## src/rtl/sysctrl_pkg.sv

```systemverilog
package sysctrl_pkg;
  localparam int IDX_STATUS = 12;
  localparam int IDX_CAUSE  = 13;
  localparam int IDX_EPC    = 14;
  localparam logic [4:0] CODE_INTR    = 5'd0;
  localparam logic [4:0] CODE_SYSCALL = 5'd8;

  typedef enum logic [1:0] {
    SRC_ARRAY  = 2'd0,
    SRC_STATUS = 2'd1,
    SRC_CAUSE  = 2'd2,
    SRC_EPC    = 2'd3
  } rd_src_e;

  // mode stack push on exception entry: bits 5:0 move up by two
  function automatic logic [31:0] stack_push(input logic [31:0] s);
    return {s[31:6], s[3:0], 2'b00};
  endfunction

  // mode stack pop on return-from-exception
  function automatic logic [31:0] stack_pop(input logic [31:0] s);
    return {s[31:4], s[5:2]};
  endfunction
endpackage

```

## src/rtl/sc_reg_bank.sv

```systemverilog
module sc_reg_bank #(
  parameter int DATA_W = 32,
  parameter int DEPTH  = 32,
  localparam int IDX_W = $clog2(DEPTH)
) (
  input  logic              clk,
  input  logic              we,
  input  logic [IDX_W-1:0]  waddr,
  input  logic [DATA_W-1:0] wdata,
  input  logic              re,
  input  logic [IDX_W-1:0]  raddr,
  output logic [DATA_W-1:0] rdata
);
  logic [DATA_W-1:0] mem [DEPTH];

  // read-first single-clock RAM, maps onto block RAM
  always_ff @(posedge clk) begin
    if (we) mem[waddr] <= wdata;
    if (re) rdata <= mem[raddr];
  end
endmodule

```

## src/rtl/sc_status_unit.sv

```systemverilog
module sc_status_unit
  import sysctrl_pkg::*;
(
  input  logic        clk,
  input  logic        rst,
  input  logic        wr_stat,
  input  logic [31:0] wr_data,
  input  logic        rfe_do,
  input  logic        exc_take,
  output logic [31:0] status_q,
  output logic [31:0] status_base
);
  always_comb begin
    if (wr_stat)     status_base = wr_data;
    else if (rfe_do) status_base = stack_pop(status_q);
    else             status_base = status_q;
  end

  always_ff @(posedge clk) begin
    if (rst)           status_q <= '0;
    else if (exc_take) status_q <= stack_push(status_base);
    else               status_q <= status_base;
  end
endmodule

```

## src/rtl/sc_cause_unit.sv

```systemverilog
module sc_cause_unit
  import sysctrl_pkg::*;
(
  input  logic        clk,
  input  logic        rst,
  input  logic        wr_cause,
  input  logic        wr_epc,
  input  logic [31:0] wr_data,
  input  logic        sys_do,
  input  logic        sw_take,
  input  logic        in_delay,
  input  logic [31:0] instr_pc,
  output logic [31:0] cause_q,
  output logic [31:0] cause_base,
  output logic [31:0] epc_q
);
  logic [31:0] cause_nxt;

  // software can reach only the two software-interrupt bits
  always_comb begin
    cause_base = cause_q;
    if (wr_cause) cause_base[9:8] = wr_data[9:8];
  end

  always_comb begin
    cause_nxt = cause_base;
    if (sys_do || sw_take) begin
      cause_nxt[6:2] = sys_do ? CODE_SYSCALL : CODE_INTR;
      cause_nxt[31]  = in_delay;
    end
  end

  always_ff @(posedge clk) begin
    if (rst) begin
      cause_q <= '0;
      epc_q   <= '0;
    end else begin
      cause_q <= cause_nxt;
      if (sys_do || sw_take) epc_q <= instr_pc;
      else if (wr_epc)       epc_q <= wr_data;
    end
  end
endmodule

```

## src/rtl/sysctrl_regs.sv

```systemverilog
module sysctrl_regs
  import sysctrl_pkg::*;
#(
  parameter int DATA_W = 32,
  parameter int DEPTH  = 32,
  localparam int IDX_W = $clog2(DEPTH)
) (
  input  logic              clk,
  input  logic              rst,
  input  logic              wr_en,
  input  logic [IDX_W-1:0]  wr_idx,
  input  logic [DATA_W-1:0] wr_data,
  input  logic              rd_en,
  input  logic [IDX_W-1:0]  rd_idx,
  output logic [DATA_W-1:0] rd_data,
  input  logic              rfe_req,
  input  logic              sys_req,
  input  logic [DATA_W-1:0] instr_pc,
  input  logic              in_delay,
  output logic              exc_req,
  output logic [4:0]        exc_code,
  output logic              exc_in_delay
);
  localparam logic [IDX_W-1:0] I_STAT  = IDX_W'(IDX_STATUS);
  localparam logic [IDX_W-1:0] I_CAUSE = IDX_W'(IDX_CAUSE);
  localparam logic [IDX_W-1:0] I_EPC   = IDX_W'(IDX_EPC);

  logic wr_do, wr_stat, wr_cause, wr_epc, wr_arr, rfe_do, sys_do;
  logic sw_pend, sw_take, exc_take;
  logic [31:0] status_q, status_base, cause_q, cause_base, epc_q;
  logic [DATA_W-1:0] arr_rdata, spec_q;
  rd_src_e src_q;

  // priority: syscall, then register write, then return-from-exception
  assign sys_do   = sys_req;
  assign wr_do    = wr_en & ~sys_req;
  assign wr_stat  = wr_do & (wr_idx == I_STAT);
  assign wr_cause = wr_do & (wr_idx == I_CAUSE);
  assign wr_epc   = wr_do & (wr_idx == I_EPC);
  assign wr_arr   = wr_do & ~(wr_stat | wr_cause | wr_epc);
  assign rfe_do   = rfe_req & ~sys_req & ~wr_en;

  assign sw_pend  = (|(status_base[9:8] & cause_base[9:8])) & status_base[0];
  assign sw_take  = (wr_stat | wr_cause) & sw_pend;
  assign exc_take = sys_do | sw_take;

  sc_status_unit u_status (
    .clk        (clk),
    .rst        (rst),
    .wr_stat    (wr_stat),
    .wr_data    (wr_data),
    .rfe_do     (rfe_do),
    .exc_take   (exc_take),
    .status_q   (status_q),
    .status_base(status_base)
  );

  sc_cause_unit u_cause (
    .clk       (clk),
    .rst       (rst),
    .wr_cause  (wr_cause),
    .wr_epc    (wr_epc),
    .wr_data   (wr_data),
    .sys_do    (sys_do),
    .sw_take   (sw_take),
    .in_delay  (in_delay),
    .instr_pc  (instr_pc),
    .cause_q   (cause_q),
    .cause_base(cause_base),
    .epc_q     (epc_q)
  );

  sc_reg_bank #(.DATA_W(DATA_W), .DEPTH(DEPTH)) u_bank (
    .clk  (clk),
    .we   (wr_arr),
    .waddr(wr_idx),
    .wdata(wr_data),
    .re   (rd_en),
    .raddr(rd_idx),
    .rdata(arr_rdata)
  );

  // read path: special registers captured alongside the RAM read
  always_ff @(posedge clk) begin
    if (rst) begin
      src_q  <= SRC_ARRAY;
      spec_q <= '0;
    end else if (rd_en) begin
      unique case (rd_idx)
        I_STAT:  begin src_q <= SRC_STATUS; spec_q <= status_q; end
        I_CAUSE: begin src_q <= SRC_CAUSE;  spec_q <= cause_q;  end
        I_EPC:   begin src_q <= SRC_EPC;    spec_q <= epc_q;    end
        default: begin src_q <= SRC_ARRAY;  spec_q <= '0;       end
      endcase
    end
  end

  assign rd_data = (src_q == SRC_ARRAY) ? arr_rdata : spec_q;

  always_ff @(posedge clk) begin
    if (rst) begin
      exc_req      <= 1'b0;
      exc_code     <= '0;
      exc_in_delay <= 1'b0;
    end else begin
      exc_req <= exc_take;
      if (exc_take) begin
        exc_code     <= sys_do ? CODE_SYSCALL : CODE_INTR;
        exc_in_delay <= in_delay;
      end
    end
  end
endmodule

```

## config.mk

```make
export PLATFORM = sky130hd
export DESIGN_NAME = sysctrl_regs
export DESIGN_NICKNAME = d
export VERILOG_FILES = /design/src/rtl/sysctrl_pkg.sv /design/src/rtl/sc_reg_bank.sv /design/src/rtl/sc_status_unit.sv /design/src/rtl/sc_cause_unit.sv /design/src/rtl/sysctrl_regs.sv
export SDC_FILE = /design/constraint.sdc
export NUM_CORES = 1
export LEC_CHECK = 0
export ABC_AREA = 1
export BUFFER_PORTS_ARGS = -buffer_cell sky130_fd_sc_hd__clkbuf_2
export CORE_AREA = 2 2 456 232
export DETAILED_ROUTE_END_ITERATION = 12
export DIE_AREA = 0 0 458 234
export PLACE_DENSITY = 0.7
export SLEW_MARGIN = 20
export SYNTH_ARGS = -nofsm -noshare
export SYNTH_HDL_FRONTEND = slang
export SYNTH_SLANG_ARGS = --single-unit
export TNS_END_PERCENT = 10
```

## constraint.sdc

```tcl
create_clock -name clk -period 4.5 [get_ports clk]
set_clock_uncertainty 0.15 [all_clocks]
set_input_delay 0.9 -clock clk [delete_from_list [all_inputs] [get_ports clk]]
set_output_delay 0.9 -clock clk [all_outputs]
set_load 0.02 [all_outputs]
```

==> summary.md <==
| Metric | Value |
|---|---|
| # hold bufs at CTS | `0` |
| Largest net degree at the start of global routing | `164` |
| Reg area | `33800 um2` |
| R2r startpoint | `u_bank.mem[18][22]` |
| Peak supply drop | `0.000305 V` |
| Final Net Count | `3883` |
| Gate power share | `0.065` |
| Core region area | `104000 um2` |
| Final Hold Viols | `0` |
| Area of placed instances | `48800 um2` |
| Final setup viols | `0` |
| Cells after DPL | `5083` |
| Die Span Y | `234 um` |
| Hold Slack | `0.255 ns` |
| Slew margin rel. | `0.251` |
| Syn Inst Count | `3659` |
| Area growth syn-to-layout | `12.5%` |
| Least-Margin Pin Slew | `1.12 ns` |
| Sink Count | `1159` |
| Most frequent cells in the layout | `1056 x edfxtp_1, 461 x nand2_1, 388 x nand3_1` |
| EDFF count, synth | `1056` |
| Syn Area/Cell | `12.6 um2` |
| Worst hold path stage count | `3` |
| CTS Buffer Depth | `3` |
| Static leakage | `16.8 nW` |
| DR iter-0 viols | `5271` |
| Tot Pwr | `21.9 mW` |
| Sequence of cells on the critical path | `nor2_4 > buf_4 > mux2_2 > clkbuf_2` |
| Global placement routability congestion | `0.876` |
| Post-DRT Antenna Nets | `0` |
| Final wirelength | `132000 um` |
| CTS H-tree depth | `3` |
| Max Cap Viol | `0` |
| CP max FO | `18` |
| Worst flop-to-flop path endpoint | `u_bank.rdata[22]` |
| Vias in the first global route | `28.3k` |
| R2R setup slack | `2.61 ns` |
| Status | `completed` |
| Net Switching | `4.98 mW` |
| Mapped Area | `46100 um2` |
| Yosys warns | `0` |
| CP Capture Type | `primary output` |
| Seq pwr share | `0.549` |
| # DRC | `0` |
| Asr flop ratio synth | `0` |
| P_int | `16.9 mW` |
| Critical path class | `reg -> out` |
| Top delay family on crit path | `simple AND/OR/NAND/NOR gates` |
| Post-layout min period | `3.63 ns` |
| Pwr Density | `422 nW/um2` |
| Crit start category | `register` |
| Reg2reg path depth | `5` |
| Sequential fraction of the synthesis area | `0.733` |
| Crit share post-route | `0.807` |
| Num rows | `84` |
| Main synth FF type | `edfxtp_1` |
| Metal2 WL | `53600 um` |
| Max Slew Vio Count | `0` |
| Vias per cell | `5.97` |
| Drt wl/cell | `25.1 um` |
| I/O pin count | `120` |
| Total GRT Usage | `0.242` |
| Final std cells w/o fill | `5254` |
| Post-CTS Setup Repair Bufs | `0` |
| Commonest non-fill, non-tap cell in the layout | `edfxtp_1` |
| CP Data Arrival Time | `2.58 ns` |
| Share of post-route cells with drive strength above 1 | `0.125` |
| Die W | `458 um` |
| Synth Register Bits | `1159` |
| CTS tree | `done` |
| Initial antenna violation count | `5` |
| Worst path required time | `3.45 ns` |
| Fill count | `8753` |
| Slowest stage delay, CP | `0.56 ns` |
| Metal3 WL | `19200 um` |
| Switching Fraction | `0.228` |
| Total gr overflow | `0` |
| Fmax | `0.275 GHz` |
| Initial Util | `0.445` |
| Clk pwr share | `0.386` |
| RSZ-0062 raised after global routing | `false` |
| Met1 WL | `56900 um` |
| Placed wire-length estimate | `76700 um` |
| Crit-path slowest cell | `nor2_4` |
| Worst skew pair latency | `0.69 ns` |
| Vias | `31.4k` |
| Top routing layer used | `met4` |
| Distinct cells, synth | `36` |
| 1st-pass router iterations | `5` |
| CP Buf/Inv Count | `2` |
| Worst hold path class | `in -> reg` |
| HP Start | `instr_pc[29]` |
| Final Cell Area | `51800 um2` |
| CTS Buf Count | `93` |
| Clock slew seen by the registers of the worst setup and hold paths | `0.07 ns` |
| Multi-input gate area | `11500 um2` |
| First-pass GRT wire length | `193000 um` |
| Setup_tns | `0 ns` |
| Worst-case hold path end point | `u_cause.epc_q[29]` |
| Die Area | `107000 um2` |
| # port buffers | `115` |
| Clock Tree Root | `clkbuf_16` |
| Post_cts resized | `0` |
[cells by family (layout without fill, tap and decap cells)]
| family | after synthesis | count (layout) | synth area share |
|---|---|---|---|
| simple gates | 1332 | 1332 | 0.125 |
| buf+inv | 323 | 442 | 0.0306 |
| mux | 32 | 32 | 0.00782 |
| other cells | 1 | 101 | 0.0000814 |
| flops | 1159 | 1159 | 0.733 |
| compound gates | 812 | 812 | 0.103 |
[per-layer routing]
metal	GRT usage	vias up
li1	-	13600
met1	0.385	15400
met2	0.325	2239
met3	0.0665	156
met4	0.0550	0
met5	0	-
[state kept, by name, indices dropped and copies added, names as in the netlist]
name and cells:
u_bank.rdata 32, src_q 2, u_cause.cause_q 3, exc_in_delay 1, exc_req 1, spec_q 32
u_bank.mem 1024, u_status.status_q 32, u_cause.epc_q 32
[worst min-delay path, cell delays in order]
cell      delay [ns]
clkbuf_2        0.08
nand2_2         0.05
nand2_2         0.04
[area by class of cell]
class | count | area share
Sequential cell | 1159 | 0.652
Multi-Input combinational cell | 2276 | 0.222
Clock buffer | 113 | 0.0480
Tap cell | 1376 | 0.0332
Timing Repair Buffer | 208 | 0.0290
Clock inverter | 57 | 0.0109
Inverter | 64 | 0.00541
Antenna cell | 1 | 0.0000483
[power groups by stage]
stage	clock network [mW]	logic, mW	registers [mW]
after floorplan	0	0.787	12.2
after global placement	0	1.37	12.2
after detailed placement	0	1.38	12.2
after CTS	8.48	1.39	12.0
after global routing	8.90	1.53	12.0
final	8.43	1.42	12.0
[how the worst max path moves through the flow]
| stage | start | to | slack [ns] | cells past startpoint |
|---|---|---|---|---|
| after floorplan | sys_req | u_bank.mem[11][0] | 1.08 | 4 |
| after global placement | sys_req | u_bank.mem[5][29] | 0.74 | 7 |
| after detailed placement | sys_req | u_bank.mem[5][27] | 0.66 | 7 |
| after CTS | src_q[1] | rd_data[19] | 0.87 | 4 |
| after global routing | src_q[1] | rd_data[19] | 0.81 | 4 |
| final | src_q[1] | rd_data[19] | 0.87 | 4 |
[synthesized netlist by cell type, types with 2 or more instances]
library cell	instances	share of area
buf_2	51	0.0055
o21a_1	22	0.0036
buf_6	3	0.00073
dfxtp_1	103	0.045
buf_1	26	0.0021
a31oi_1	36	0.0049
o221ai_1	2	0.00038
nor2_1	405	0.033
a21oi_1	148	0.016
nand4_1	5	0.00068
o22ai_1	5	0.00068
inv_2	6	0.00049
buf_4	12	0.0020
nand2_8	2	0.00087
o211ai_1	205	0.033
nand2_4	3	0.00073
buf_12	3	0.0013
nand2_2	61	0.0083
inv_1	55	0.0045
o21ai_0	376	0.041
nand3b_1	2	0.00033
nand3_1	388	0.042
o2111ai_1	18	0.0034
nand2_1	461	0.038
mux2_2	32	0.0078
clkbuf_1	164	0.013
edfxtp_1	1056	0.69
[through the flow]
stage,worst slack [ns],util
final,0.867,0.500
after detailed placement,0.665,0.471
after CTS,0.870,0.500
after global placement,0.743,0.471
after global routing,0.809,0.500
after floorplan,1.08,-
Power figures use the tool's default switching activity.
